<file path="src/rtl/dbg_trig_pkg.sv">
// Package: shared widths, status-word bit positions and mode codes for the
// debug trigger controller. Assumes a 4-bit mode field in an 8-bit word.
package dbg_trig_pkg;
    localparam int MODE_W    = 4;
    localparam int NUM_CMP   = 3;
    localparam int STAT_W    = NUM_CMP + 1 + MODE_W;
    localparam int FLAG_A_IX = STAT_W - 1;
    localparam int FLAG_B_IX = STAT_W - 2;
    localparam int FLAG_C_IX = STAT_W - 3;
    localparam int RSVD_IX   = MODE_W;

    typedef enum logic [MODE_W-1:0] {
        TM_A_ONLY       = 4'd0,
        TM_A_OR_B       = 4'd1,
        TM_A_THEN_B     = 4'd2,
        TM_EVT_B        = 4'd3,
        TM_A_THEN_EVT_B = 4'd4,
        TM_A_AND_B      = 4'd5,
        TM_A_NOT_B      = 4'd6,
        TM_IN_RANGE     = 4'd7,
        TM_OUT_RANGE    = 4'd8
    } trig_mode_e;
endpackage

</file>
<file path="src/rtl/dbg_flag_bank.sv">
// Sticky match flags, one per comparator. A flag is set by its hit while
// armed and is cleared by the clear strobe, which wins over a hit in the
// same cycle. Assumes hits are one-cycle qualified pulses.
module dbg_flag_bank #(
    parameter int N = 3
) (
    input  logic         clk,
    input  logic         rst_n,
    input  logic         clear,
    input  logic         armed,
    input  logic [N-1:0] hit,
    output logic [N-1:0] flags
);
    for (genvar i = 0; i < N; i++) begin : g_flag
        // Hold or update one sticky flag.
        always_ff @(posedge clk) begin
            if (!rst_n)              flags[i] <= 1'b0;
            else if (clear)          flags[i] <= 1'b0;
            else if (armed && hit[i]) flags[i] <= 1'b1;
        end
    end
endmodule

</file>
<file path="src/rtl/dbg_seq_tracker.sv">
// Remembers whether comparator A has matched earlier in the current session.
// Only a new session (restart) forgets it; register writes do not.
module dbg_seq_tracker (
    input  logic clk,
    input  logic rst_n,
    input  logic restart,
    input  logic armed,
    input  logic hit_a,
    output logic a_seen
);
    // Record the first A match since the session started.
    always_ff @(posedge clk) begin
        if (!rst_n)               a_seen <= 1'b0;
        else if (restart)         a_seen <= 1'b0;
        else if (armed && hit_a)  a_seen <= 1'b1;
    end
endmodule

</file>
<file path="src/rtl/dbg_mode_eval.sv">
// Combinational trigger condition for the selected mode. It assumes a_seen
// reflects earlier cycles only. Unlisted mode codes fall back to A only.
module dbg_mode_eval
    import dbg_trig_pkg::*;
(
    input  logic [MODE_W-1:0] mode,
    input  logic              hit_a,
    input  logic              hit_b,
    input  logic              evt,
    input  logic              in_range,
    input  logic              a_seen,
    output logic              fire_cond
);
    // Map the mode code to its trigger condition.
    always_comb begin
        case (mode)
            TM_A_OR_B:       fire_cond = hit_a | hit_b;
            TM_A_THEN_B:     fire_cond = a_seen & hit_b;
            TM_EVT_B:        fire_cond = hit_b & evt;
            TM_A_THEN_EVT_B: fire_cond = a_seen & hit_b & evt;
            TM_A_AND_B:      fire_cond = hit_a & hit_b;
            TM_A_NOT_B:      fire_cond = hit_a & ~hit_b;
            TM_IN_RANGE:     fire_cond = in_range;
            TM_OUT_RANGE:    fire_cond = ~in_range;
            default:         fire_cond = hit_a;
        endcase
    end
endmodule

</file>
<file path="src/rtl/dbg_trigger_unit.sv">
// Top of the debug trigger controller. It holds the mode field, the armed
// state and the sticky trigger, and it assembles the status word. It assumes
// the match, event and range inputs are synchronous to clk, one cycle each.
module dbg_trigger_unit
    import dbg_trig_pkg::*;
(
    input  logic              clk,
    input  logic              rst_n,
    input  logic              reg_wr_en,
    input  logic [MODE_W-1:0] reg_wr_mode,
    input  logic              arm_pulse,
    input  logic              match_a,
    input  logic              match_b,
    input  logic              match_c,
    input  logic              event_qual,
    input  logic              addr_in_range,
    output logic [STAT_W-1:0] reg_rd_data,
    output logic              trig_fired
);
    logic [MODE_W-1:0]  mode_q;
    logic               armed_q;
    logic               fired_q;
    logic               a_seen;
    logic               fire_cond;
    logic [NUM_CMP-1:0] flags;

    // Mode field: loaded by a register write.
    always_ff @(posedge clk) begin
        if (!rst_n)         mode_q <= '0;
        else if (reg_wr_en) mode_q <= reg_wr_mode;
    end

    // Armed state: set by the first arm pulse and kept until reset.
    always_ff @(posedge clk) begin
        if (!rst_n)         armed_q <= 1'b0;
        else if (arm_pulse) armed_q <= 1'b1;
    end

    // Sticky trigger: set by the mode condition and cleared by arming.
    always_ff @(posedge clk) begin
        if (!rst_n)                     fired_q <= 1'b0;
        else if (arm_pulse)             fired_q <= 1'b0;
        else if (armed_q && fire_cond)  fired_q <= 1'b1;
    end

    dbg_flag_bank #(.N(NUM_CMP)) i_flags (
        .clk   (clk),
        .rst_n (rst_n),
        .clear (arm_pulse | reg_wr_en),
        .armed (armed_q),
        .hit   ({match_a, match_b, match_c}),
        .flags (flags)
    );

    dbg_seq_tracker i_seq (
        .clk     (clk),
        .rst_n   (rst_n),
        .restart (arm_pulse),
        .armed   (armed_q),
        .hit_a   (match_a),
        .a_seen  (a_seen)
    );

    dbg_mode_eval i_eval (
        .mode      (mode_q),
        .hit_a     (match_a),
        .hit_b     (match_b),
        .evt       (event_qual),
        .in_range  (addr_in_range),
        .a_seen    (a_seen),
        .fire_cond (fire_cond)
    );

    assign reg_rd_data = {flags, 1'b0, mode_q};
    assign trig_fired  = fired_q;
endmodule

</file>
<file path="config.mk">
export PLATFORM = sky130hd
export DESIGN_NAME = dbg_trigger_unit
export DESIGN_NICKNAME = d
export VERILOG_FILES = /design/src/rtl/dbg_trig_pkg.sv /design/src/rtl/dbg_flag_bank.sv /design/src/rtl/dbg_seq_tracker.sv /design/src/rtl/dbg_mode_eval.sv /design/src/rtl/dbg_trigger_unit.sv
export SDC_FILE = /design/constraint.sdc
export NUM_CORES = 1
export LEC_CHECK = 0
export CORE_MARGIN = 8
export CORE_UTILIZATION = 35
export CTS_BUF_LIST = sky130_fd_sc_hd__clkbuf_4 sky130_fd_sc_hd__clkbuf_8
export CTS_CLUSTER_DIAMETER = 200
export CTS_CLUSTER_SIZE = 14
export DETAILED_ROUTE_END_ITERATION = 8
export MAX_ROUTING_LAYER = met4
export PLACE_DENSITY = 0.69
export SETUP_SLACK_MARGIN = 0.02
export SLEW_MARGIN = 40
export SYNTH_ARGS = -nofsm -noshare
export SYNTH_HDL_FRONTEND = slang
export SYNTH_HIERARCHICAL = 1
export SYNTH_SLANG_ARGS = --single-unit
</file>
<file path="constraint.sdc">
create_clock -name clk -period 1.4 [get_ports clk]
set_input_delay 0.28 -clock clk [delete_from_list [all_inputs] [get_ports clk]]
set_output_delay 0.28 -clock clk [all_outputs]
set_load 0.01 [all_outputs]
</file>
==> results.ini <==
[synth]
synthCells=52
syn_area_um2=481.7
avgSynthCellArea_um2=9.264
yosys.cell_types.count=24
synth.ff_latch_count=10
synth-seq-area-share_pct=41.56
synthesis.nets=65
ys_warn_count=6

[setup_path]
regToRegSetupSlack_ns=0.13
cp_cell_sequence=clkdlybuf4s50_1, o211ai_2, a31oi_1, a211o_1, a21oi_1, nor3b_1
cp.required_ns=1.56
critPathArrivalTime_ns=1.44
path_delay_family=compound AO/OA/AOI/OAI gates
r2r-end=trig_fired$_SDFFE_PP0P_
critPathKind=in2reg
crit_fanout=2
ff2ff_path_depth=6
cp_slowest_cell=clkdlybuf4s50_1
rr_startpoint=mode_q[1]$_SDFFE_PN0P_
startpoint=event_qual
start_kind=input port
max_stage_delay_ns=0.44
path_depth=6
endpoint=trig_fired$_SDFFE_PP0P_
endpoint_kind=flop
crit_buf_inv=1

[route]
drt_pass1_iterations=4
finalWirelength_um=1184
vias=463
via_per_inst=4.978
wl_per_cell_um=12.73
ant_nets=0
drt_iter0_drc=8
drcViolationCount=0

[clock_network]
clkTransAtPathRegs_ns=0.07
ctsResizeCount=14
post_cts_buffers=0
clkLatencyLatePin_ns=0.26
cts_buffer_depth=2
cts_root_buf=clkbuf_4
ctsHoldBuffers=0
cts_tree=done
htree_num_levels=1
cts_sinks=10
numCtsBuffers=3

[placed_design]
portBuffers=20
dp_hpwl_um=951.8
pre_cts_ws_ns=-0.3177
gp_congestion=0.7032

[run_status]
status=finished, final reports clean

[grt]
grt_pass1_wl_um=1876
grt_pass1_vias=444
overflow=0
antenna_found_initial=0
grt_max_degree=10
grt.total_usage_pct=9.054

[timing]
timing.final.ws_setup_ns=0.1179
whs_ns=0.4615
skew_ns=0.005476
hold_viol_final=0
drv_slew=0
fmax_mhz=779.9
setup_viol=0
min_period_ns=1.282
finalCritPeriodShare_pct=91.58
rsz0062_at_grt=false

[cells_and_area]
drive_above_1_share_pct=21.79
fin_nets=92
syn_to_final_growth_pct=55.06
diodes=0

[die]
die_height_um=53.10
pin_count=22
core_um2=1301
fp.dieW_um=53.10
start_util_pct=37.02
die_area_um2=2820
fp-row-count=13

[power_and_ir_drop]
peakVddDrop_v=0.0006419
clkPwrFrac_pct=37.3
comb_power_share_pct=16.9
leakage_nw=0.3247
power.switching_uw=162.2
p_int_uw=528.2
swShare_pct=23.49
power_frac_seq_pct=45.8
powerDensity_nw_per_um2=924.2

[hold_path]
hold_class=reg2reg

[job]
max-cap-violations=0

cell usage after synthesis:
master    instances  share of area, %
o21a_1            1               1.6
dfxtp_1          10                42
o21ai_0           2               2.1
buf_4             1               1.6
mux2i_1           4               8.3
nand4b_1          1               1.8
nand3_1           2               2.1
nor3b_1           2               3.1
o211ai_2          1               2.6
nand2_1           2               1.6
o211ai_1          1               1.6
nor2_1            3               2.3
or2_1             1               1.3
buf_6             1               2.3
a31oi_1           2               2.6
a21oi_1           6               6.2
inv_1             1              0.78
nor3b_2           1               2.6
conb_1            1              0.78
a211o_1           1               1.8
nand2b_4          1               2.9
nor2b_1           5               6.5
inv_2             1              0.78
nor4_1            1               1.3
cell families after synthesis:
| group | after synthesis | synth area share (%) |
|---|---|---|
| DFF | 10 | 41.56 |
| buffers and inverters | 4 | 5.453 |
| and+or+nand+nor | 19 | 25.46 |
| AOI/OAI and AO/OA | 14 | 18.44 |
| muxes | 4 | 8.312 |
| other | 1 | 0.7785 |
metal layers:
metal	vias to the layer above	GRT usage, %	part of all wire, %
met5	-	-	0
met1	208	10.37	46
met3	2	5.042	7.4
li1	238	-	-
met2	15	13.28	46
met4	0	2.521	0.42
area by class of cell:
type	instances	area (um^2)
fillers	129	554.3
clock buffers	4	36.28
well taps	15	18.77
inverters	2	7.507
flip-flops and latches	10	207.7
multi-input cells	38	257.7
repair buffers	24	219.0
state kept, by name (all words and copies together), names as in the netlist:
signal	count
armed_q	1
mode_q	4
i_flags/flags	3
i_seq/a_seen	1
trig_fired	1
placed cells by master (no fill, tap or decap), types with 2 or more instances in the layout:
master | netlist | routed
nand2_1 | 2 | 2
mux2i_1 | 4 | 4
nor2b_1 | 5 | 4
dfxtp_2 | 0 | 3
a21oi_1 | 6 | 6
nand3_1 | 2 | 2
nor2_1 | 3 | 3
dfxtp_1 | 10 | 6
a31oi_1 | 2 | 2
clkbuf_4 | 0 | 3
clkdlybuf4s50_1 | 0 | 11
dlygate4sd2_1 | 0 | 9
buf_4 | 1 | 4
nor3b_1 | 2 | 2
metrics by stage:
step	instance area (um^2)	TNS, ns	power [mW]	util [%]	instances
global placement	711.9	-0.2760	0.4448	54.71	89
global route	747.0	0	0.7248	57.40	93
floorplan	481.7	0	0.3723	-	52
detailed placement	711.9	-0.3177	0.4463	54.71	89
finish	747.0	0	0.6904	57.40	93
CTS	744.5	0	0.7053	57.21	93
worst register-to-register path, stage by stage, from the launching register on:
cell	delay, ns
dfxtp_4	0.39
inv_2	0.06
o211ai_2	0.14
a31oi_1	0.09
a211o_1	0.30
a21oi_1	0.14
nor3b_1	0.06
power by group through the flow:
stage	logic, mW	registers [mW]	clock network (mW)
2_1_floorplan	0.0509	0.321	0
3_3_place_gp	0.122	0.322	0
3_5_place_dp	0.124	0.322	0
4_1_cts	0.118	0.317	0.270
5_1_grt	0.127	0.319	0.278
6_report	0.116	0.316	0.258
how the worst min path moves through the flow:
stage                                             start                       endpoint  cells after the start
after floorplan                               arm_pulse      i_seq/a_seen$_SDFFE_PP0P_                      1
after global placement    i_flags/flags[1]$_SDFFE_PP0P_  i_flags/flags[1]$_SDFFE_PP0P_                      2
after detailed placement  i_flags/flags[1]$_SDFFE_PP0P_  i_flags/flags[1]$_SDFFE_PP0P_                      2
after CTS                                       match_b  i_flags/flags[1]$_SDFFE_PP0P_                      3
after global routing      i_flags/flags[1]$_SDFFE_PP0P_  i_flags/flags[1]$_SDFFE_PP0P_                      2
final                     i_flags/flags[1]$_SDFFE_PP0P_  i_flags/flags[1]$_SDFFE_PP0P_                      2
(Power assumes the default switching activity.)
